<file path="config.mk">
export PLATFORM = sky130hd
export DESIGN_NAME = pi_duty_ctrl
export DESIGN_NICKNAME = d
export VERILOG_FILES = /design/src/rtl/pi_duty_pkg.sv /design/src/rtl/pi_coef_regs.sv /design/src/rtl/pi_mac.sv /design/src/rtl/pi_sat.sv /design/src/rtl/pi_duty_ctrl.sv
export SDC_FILE = /design/constraint.sdc
export NUM_CORES = 2
export LEC_CHECK = 0
export BUFFER_PORTS_ARGS = -buffer_cell sky130_fd_sc_hd__buf_4
export CAP_MARGIN = 5
export CORE_MARGIN = 3
export CORE_UTILIZATION = 60
export CTS_CLUSTER_SIZE = 25
export DETAILED_ROUTE_END_ITERATION = 12
export PLACE_DENSITY = 0.76
export SLEW_MARGIN = 20
export SYNTH_ARGS = -nofsm -noshare
export SYNTH_HDL_FRONTEND = slang
export SYNTH_SLANG_ARGS = --single-unit
</file>
<file path="constraint.sdc">
create_clock -name clk -period 19.1 [get_ports clk]
set_input_delay 0.955 -clock clk [delete_from_list [all_inputs] [get_ports clk]]
set_output_delay 0.955 -clock clk [all_outputs]
set_load 0.01 [all_outputs]
</file>
<file path="src/rtl/pi_duty_pkg.sv">
`timescale 1ns/1ps
package pi_duty_pkg;

  // Which gain word a write targets.
  typedef enum logic {
    GAIN_CUR  = 1'b0,
    GAIN_PREV = 1'b1
  } gain_sel_e;

endpackage

</file>
<file path="src/rtl/pi_coef_regs.sv">
`timescale 1ns/1ps
module pi_coef_regs #(
  parameter int COEF_W = 16,
  parameter logic [COEF_W-1:0] RST_CUR  = 16'h6400,
  parameter logic [COEF_W-1:0] RST_PREV = 16'h5C00
) (
  input  logic                     clk,
  input  logic                     rst,
  input  logic                     we,
  input  pi_duty_pkg::gain_sel_e   sel,
  input  logic [COEF_W-1:0]        wdata,
  output logic signed [COEF_W-1:0] gain_cur,
  output logic signed [COEF_W-1:0] gain_prev
);

  localparam int N_GAIN = 2;

  logic [COEF_W-1:0] gain_q [N_GAIN];

  for (genvar g = 0; g < N_GAIN; g++) begin : g_gain
    localparam logic [COEF_W-1:0] RST_VAL = (g == 0) ? RST_CUR : RST_PREV;
    always_ff @(posedge clk) begin
      if (rst) begin
        gain_q[g] <= RST_VAL;
      end else if (we && (sel == pi_duty_pkg::gain_sel_e'(g))) begin
        gain_q[g] <= wdata;
      end
    end
  end

  assign gain_cur  = $signed(gain_q[0]);
  assign gain_prev = $signed(gain_q[1]);

endmodule

</file>
<file path="src/rtl/pi_mac.sv">
`timescale 1ns/1ps
module pi_mac #(
  parameter int ERR_W      = 16,
  parameter int COEF_W     = 16,
  parameter int STATE_W    = 31,
  parameter int GAIN_SHIFT = 5,
  parameter int ACC_W      = 40
) (
  input  logic signed [ERR_W-1:0]  err_cur,
  input  logic signed [ERR_W-1:0]  err_prev,
  input  logic signed [COEF_W-1:0] gain_cur,
  input  logic signed [COEF_W-1:0] gain_prev,
  input  logic [STATE_W-1:0]       state,
  output logic signed [ACC_W-1:0]  acc
);

  localparam int PROD_W = ERR_W + COEF_W;

  logic signed [PROD_W-1:0] prod_cur;
  logic signed [PROD_W-1:0] prod_prev;
  logic signed [ACC_W-1:0]  prod_cur_x;
  logic signed [ACC_W-1:0]  prod_prev_x;
  logic signed [ACC_W-1:0]  delta;
  logic signed [ACC_W-1:0]  state_x;

  always_comb begin
    prod_cur    = err_cur * gain_cur;
    prod_prev   = err_prev * gain_prev;
    prod_cur_x  = {{(ACC_W-PROD_W){prod_cur[PROD_W-1]}}, prod_cur};
    prod_prev_x = {{(ACC_W-PROD_W){prod_prev[PROD_W-1]}}, prod_prev};
    // Restore the true gain of the pre-scaled words.
    delta       = (prod_cur_x - prod_prev_x) <<< GAIN_SHIFT;
    state_x     = {{(ACC_W-STATE_W){1'b0}}, state};
    acc         = state_x + delta;
  end

endmodule

</file>
<file path="src/rtl/pi_sat.sv">
`timescale 1ns/1ps
module pi_sat #(
  parameter int ACC_W   = 40,
  parameter int STATE_W = 31,
  parameter int FRAC_W  = 30,
  parameter int DUTY_W  = 12
) (
  input  logic signed [ACC_W-1:0] acc,
  output logic [STATE_W-1:0]      state_next,
  output logic [DUTY_W-1:0]       duty_code
);

  localparam logic signed [ACC_W-1:0] FULL_ACC =
    {{(ACC_W-FRAC_W-1){1'b0}}, 1'b1, {FRAC_W{1'b0}}};
  localparam logic [STATE_W-1:0] FULL_STATE =
    {{(STATE_W-FRAC_W-1){1'b0}}, 1'b1, {FRAC_W{1'b0}}};

  always_comb begin
    if (acc[ACC_W-1]) begin
      state_next = '0;
    end else if (acc > FULL_ACC) begin
      state_next = FULL_STATE;
    end else begin
      state_next = acc[STATE_W-1:0];
    end
    if (state_next[FRAC_W]) begin
      duty_code = '1;
    end else begin
      duty_code = state_next[FRAC_W-1 -: DUTY_W];
    end
  end

endmodule

</file>
<file path="src/rtl/pi_duty_ctrl.sv">
`timescale 1ns/1ps
module pi_duty_ctrl #(
  parameter int ERR_W      = 16,
  parameter int COEF_W     = 16,
  parameter int DUTY_W     = 12,
  parameter int GAIN_SHIFT = 5,
  parameter logic [COEF_W-1:0] GAIN_CUR_RST  = 16'h6400,
  parameter logic [COEF_W-1:0] GAIN_PREV_RST = 16'h5C00
) (
  input  logic                    clk,
  input  logic                    rst,
  input  logic                    sample_valid,
  input  logic signed [ERR_W-1:0] err_in,
  input  logic [DUTY_W-1:0]       ilim_duty,
  input  logic                    coef_we,
  input  logic                    coef_sel,
  input  logic [COEF_W-1:0]       coef_wdata,
  output logic [DUTY_W-1:0]       duty_out,
  output logic                    duty_valid
);

  localparam int FRAC_W  = (ERR_W - 1) + (COEF_W - 1);
  localparam int STATE_W = FRAC_W + 1;
  localparam int ACC_W   = ERR_W + COEF_W + GAIN_SHIFT + 3;

  logic signed [COEF_W-1:0] gain_cur;
  logic signed [COEF_W-1:0] gain_prev;
  logic signed [ERR_W-1:0]  err_prev_q;
  logic [STATE_W-1:0]       state_q;
  logic signed [ACC_W-1:0]  acc;
  logic [STATE_W-1:0]       state_next;
  logic [DUTY_W-1:0]        vloop_code;
  logic [DUTY_W-1:0]        duty_sel;

  pi_coef_regs #(
    .COEF_W  (COEF_W),
    .RST_CUR (GAIN_CUR_RST),
    .RST_PREV(GAIN_PREV_RST)
  ) u_coef (
    .clk      (clk),
    .rst      (rst),
    .we       (coef_we),
    .sel      (pi_duty_pkg::gain_sel_e'(coef_sel)),
    .wdata    (coef_wdata),
    .gain_cur (gain_cur),
    .gain_prev(gain_prev)
  );

  pi_mac #(
    .ERR_W     (ERR_W),
    .COEF_W    (COEF_W),
    .STATE_W   (STATE_W),
    .GAIN_SHIFT(GAIN_SHIFT),
    .ACC_W     (ACC_W)
  ) u_mac (
    .err_cur  (err_in),
    .err_prev (err_prev_q),
    .gain_cur (gain_cur),
    .gain_prev(gain_prev),
    .state    (state_q),
    .acc      (acc)
  );

  pi_sat #(
    .ACC_W  (ACC_W),
    .STATE_W(STATE_W),
    .FRAC_W (FRAC_W),
    .DUTY_W (DUTY_W)
  ) u_sat (
    .acc       (acc),
    .state_next(state_next),
    .duty_code (vloop_code)
  );

  // Smaller request wins; the state keeps the voltage-loop value only.
  assign duty_sel = (ilim_duty < vloop_code) ? ilim_duty : vloop_code;

  always_ff @(posedge clk) begin
    if (rst) begin
      state_q    <= '0;
      err_prev_q <= '0;
      duty_out   <= '0;
      duty_valid <= 1'b0;
    end else begin
      duty_valid <= sample_valid;
      if (sample_valid) begin
        state_q    <= state_next;
        err_prev_q <= err_in;
        duty_out   <= duty_sel;
      end
    end
  end

endmodule

</file>
# Yosys cells after proc, flatten, opt, wreduce, memory -nomap -nowiden
# Memory sizes are Yosys's and may differ from the RTL's.
# Index checks and enable logic that the tools add are counted.
# W data, S select, Z words.
# word_totals
ff_bits,60
ram_bits,32
in_bits,49
output_inout_bits,13
word_cells,30
memories,1
# classes
addsub,2
n_mul,2
magnitude_cmp,2
mux,14
bitwise,3
n_reduce_logical,2
# mem_list
memory,depth,width,rd,rd_ports_with_merged_regs,wr,line_no,text
u_coef.gain_q,2,16,2,0,2,pi_coef_regs.sv:18,logic [COEF_W-1:0] gain_q [N_GAIN];
# op_table
op,count
$mul A16 B16 Y32,2
$mux W31,2
$add A32 B40 Y40,1
$gt A40 B32 Y1 const B,1
$sub A32 B32 Y33,1
$mux W16,2
$mux W12,2
$lt A12 B12 Y1,1
$mux W1,8
$logic_and A1 B1 Y1,2
$or A1 B1 Y1,2
$not A1 Y1,1

# Logic depth before layout (Yosys ltp)
# An unclocked memory read counts as a cell.
# logic_depth
word_depth,10
mapped_depth,55
ltp_nobuf,51

# Modules after synthesis
# A second synthesis with hierarchy kept.
# unflattened
hier_cells,2775
hier_area_um2,26004.9
# by_module_without_submodules
mod,instances,cells_each,area_each_um2,seq_area_each_um2
pi_mac,1,2350,21734.6,0.0
pi_duty_ctrl,1,262,2607.5,1201.2
pi_coef_regs,1,83,1231.2,960.9
pi_sat,1,80,431.7,0.0

# Worst setup path before layout
# No wires, ideal clock.
# synth_timing
kind,in2reg
start,in err_in[11]
end,reg duty_out[10]
setup_time_ps,91
arrival_time_ps,11934
t_required_ps,19009
setup_slack_ps,7075
path_stages,46
path_buffers,3
path_cell_list,clkbuf_1 > nand2_1 > fa_1 > inv_1 > fa_1 > inv_1 > fa_1 > fa_1 > inv_1 > fa_1 > fa_1 > fa_1 > inv_1 > fa_1 > inv_1 > ha_1 > nand3_1 > a2111oi_1 > [10 not listed] > a21oi_1 > a21bo_2 > and2_1 > or3_1 > a211oi_1 > nand2_1 > clkbuf_1 > o21ai_0 > ha_1 > a21o_1 > a21o_1 > a21oi_1 > o211ai_1 > or2_2 > a21oi_1 > clkbuf_1 > nand3_1 > a311oi_1
# synth_between
elab_chain_cells,9
# synth_lines
item,line_no,text
"start, declared",pi_duty_ctrl.sv:13,"input logic signed [ERR_W-1:0] err_in,"
$mul A16 B16 Y32 (*),pi_mac.sv:27,prod_cur = err_cur * gain_cur;
$sub A32 B32 Y33 (*),pi_mac.sv:32,delta = (prod_cur_x - prod_prev_x) <<< GAIN_SHIFT;
$add A32 B40 Y40 (*),pi_mac.sv:34,acc = state_x + delta;
$gt A40 B32 Y1,pi_sat.sv:21,end else if (acc > FULL_ACC) begin
$mux W31,pi_sat.sv:21,
$mux W31 (*),pi_sat.sv:19,if (acc[ACC_W-1]) begin
$mux W12 (*),pi_sat.sv:26,if (state_next[FRAC_W]) begin
$lt A12 B12 Y1,pi_duty_ctrl.sv:76,assign duty_sel = (ilim_duty < vloop_code) ? ilim_duty : vloop_code;
$mux W12 (*),pi_duty_ctrl.sv:76,
"end signal, assigned",pi_duty_ctrl.sv:89,duty_out <= duty_sel;
"end, declared",pi_duty_ctrl.sv:18,"output logic [DUTY_W-1:0] duty_out,"
# Mark *: on every way between the ends. The rest lies on a longest branch, timed or not.
# A chain may end at the register's enable or synchronous reset.

==> results.py <==
metrics = {
    "logic_synthesis": {
        "synth_cells": 2753,
        "synth_top_area_share_pct": 45.69,
        "yosysTopAreaCell": "fa_1",
        "muxShareOfSynthArea_pct": 0.7018,
        "yosys_warnings": 0,
        "ys_ff_latch": 87,
        "synth_top_family_by_area": "adder cells",
        "yosysSeqAreaShare_pct": 7.977,
        "syn_nets": 3592,
        "synth-async-reset-ratio_pct": 0,
        "synth-edff-count": 32,
        "synth-compound-area-share_pct": 7.168,
        "yosysMostFrequentCell": "inv_1",
        "syn_area_sq_um": 25850,
        "ys_types": 70,
        "synthXorXnorAreaFrac_pct": 2.473,
        "synth_simple_gate_area_share_pct": 15.18,
        "synth_fa_ha_area_share_pct": 55.37,
        "ys.flop_type": "dfxtp_1",
        "synth_area_per_cell_sq_um": 9.390,
        "synth_area_leaders": "fa_1, inv_1, ha_1",
        "synth.top_cells.by_count": "inv_1, fa_1, and2_1",
    },
    "routing": {
        "postRouteAntennaNets": 0,
        "drtIter0Drc": 1290,
        "via_per_inst": 5.745,
        "wl_per_cell_um": 19.49,
        "vias": 18870,
        "remaining_drc_errors": 0,
        "dr.pass1.iters": 6,
        "wl_um": 64020,
    },
    "run_status": {
        "run_status": "finished, final reports clean",
    },
    "floorplanning": {
        "chipWidth_um": 213.6,
        "die_height_um": 213.6,
        "fp.dieArea_sq_um": 45610,
        "rows": 75,
        "core_sq_um": 42230,
        "start_util_pct": 61.21,
        "io_pins": 62,
    },
    "cts": {
        "clk_latency_ps": 390,
        "clk_pin_slew_ps": 70,
        "cts_tree": "done",
        "numCtsBuffers": 9,
        "cts_max_path_buffers": 2,
        "cts_resized": 0,
        "htreeDepth": 3,
        "clkSinkCount": 87,
        "hold_buffers": 0,
        "postCtsSetupRepairBufs": 0,
        "cts-root-buf": "clkbuf_16",
    },
    "hold_path": {
        "holdPathStages": 2,
        "hold_path_class": "reg -> reg",
    },
    "critical_path": {
        "cp.arrival_ps": 13900,
        "ff2ff_path_depth": 46,
        "path_common_cell": "fa_1",
        "cp-start-kind": "register",
        "max_stage_delay_ps": 900,
        "worstSetupPathType": "reg -> reg",
        "critPathRequiredTime_ps": 19380,
        "path_max_fanout": 21,
        "end_kind": "register",
        "worst_path_max_delay_cell": "edfxtp_1",
    },
    "finish": {
        "nets": 3579,
        "synthToLayoutAreaGrowth_pct": 4.482,
        "nFillCells": 3478,
        "n_antenna_cell": 0,
        "layout-drive-gt1-share_pct": 3.898,
    },
    "timing": {
        "setup_viol": 0,
        "fin_crit_sh_pct": 71.28,
        "slew_viol_final": 0,
        "rsz0062_at_grt": "no",
        "min_period_ps": 13610,
        "hold_viol": 0,
        "setup_tns_ps": 0,
        "clock_skew_ps": 13.33,
        "worst_pin_slew_ps": 993.6,
        "max_freq_ghz": 0.07345,
        "relSlewSlack_pct": 33.76,
    },
    "placement": {
        "dpl.hpwl_um": 53570,
        "io_buffers": 61,
        "gp_congestion": 0.8889,
    },
    "global_route": {
        "grt_pass1_vias": 20430,
        "grt_max_degree": 42,
        "grt_overflow": 0,
        "grt_pass1_wl_um": 105900,
        "antenna_found_initial": 0,
        "grtUsageTotal_pct": 30.04,
    },
    "flow_run": {
        "max_cap_violations": 0,
    },
}
==> critical path: cells and delay by family, from the launching register on <==
family / cells / cell delay [ps]
flops: 1 / 900
buf+inv: 5 / 260
compound gates: 18 / 4880
xor+xnor: 1 / 140
simple gates: 11 / 2220
fa+ha+maj: 11 / 5090
==> registers in the layout (all words and copies together), names as in the netlist <==
| signal | cells |
|---|---|
| duty_out | 12 |
| u_coef.gain_q | 32 |
| err_prev_q | 16 |
| state_q | 26 |
| duty_valid | 1 |
==> per-stage QoR <==
stage	cell area [sq um]	std cells	hold slack [ps]	util (%)	setup slack, ps
6_report	27010	3284	463.6	63.96	5485
5_1_grt	27010	3284	493.1	63.96	4440
4_1_cts	27010	3284	463.0	63.96	5571
3_5_place_dp	26690	3268	443.3	63.20	5352
3_3_place_gp	26690	3268	449.2	63.20	5700
2_1_floorplan	25850	2753	426.5	-	7075
==> cell families (layout without fill, tap and decap cells) <==
| logic type | count (synthesis) | in the layout |
|---|---|---|
| fa+ha+maj | 790 | 790 |
| buf+inv | 763 | 755 |
| simple gates | 757 | 757 |
| compound gates | 265 | 265 |
| flops | 87 | 87 |
| xor+xnor | 73 | 73 |
| mux | 18 | 18 |
==> worst paths after layout <==
path	from	to	slack, ps
worst max-delay path	u_coef.gain_q[0][0]	duty_out[6]	5490
worst min-delay path	state_q[7]	state_q[7]	460
worst max register to register	u_coef.gain_q[0][0]	duty_out[6]	5490
worst min register to register	state_q[7]	state_q[7]	460
==> metal layers <==
metal	share of wire, %	routed length (um)	GRT usage, %
met5	0	0	0
met4	4.8	3055	13.22
met3	7.6	4846	4.813
met2	49	31190	49.81
met1	39	24930	39.56
==> cells in the final DEF (no fill, tap or decap), drive strengths merged, types with 7 or more instances in the layout <==
cell type,synthesis,final
inv,668,671
a211oi,10,10
a311oi,11,11
buf,7,71
or2,9,9
and2,298,298
a22o,18,18
o21a,14,14
mux2i,17,17
a211o,7,7
clkbuf,88,10
xor2,18,18
nand3,21,21
dfxtp,55,55
nor3,15,15
fa,590,590
a31oi,11,11
nand4,9,9
nor2b,21,21
xnor2,55,55
ha,200,200
a21oi,56,56
o21ai,48,48
nand2,253,253
and3,15,15
o211ai,15,15
edfxtp,32,32
nor2,67,67
nand2b,28,28
a21o,24,24
==> area by class of cell <==
class                           instances  area (sq um)  share of cell area, %
Multi-Input combinational cell       1903         20910                  77.43
Inverter                              668          2507                  9.284
Sequential cell                        87          2062                  7.635
Timing Repair Buffer                   71         533.0                  1.974
Tap cell                              539         674.4                  2.497
Clock inverter                          6         70.07                 0.2594
Clock buffer                           10         250.2                 0.9265
Power is not shown: default switching activity piles up to over one toggle a cycle in this logic, so the estimate is an artifact.
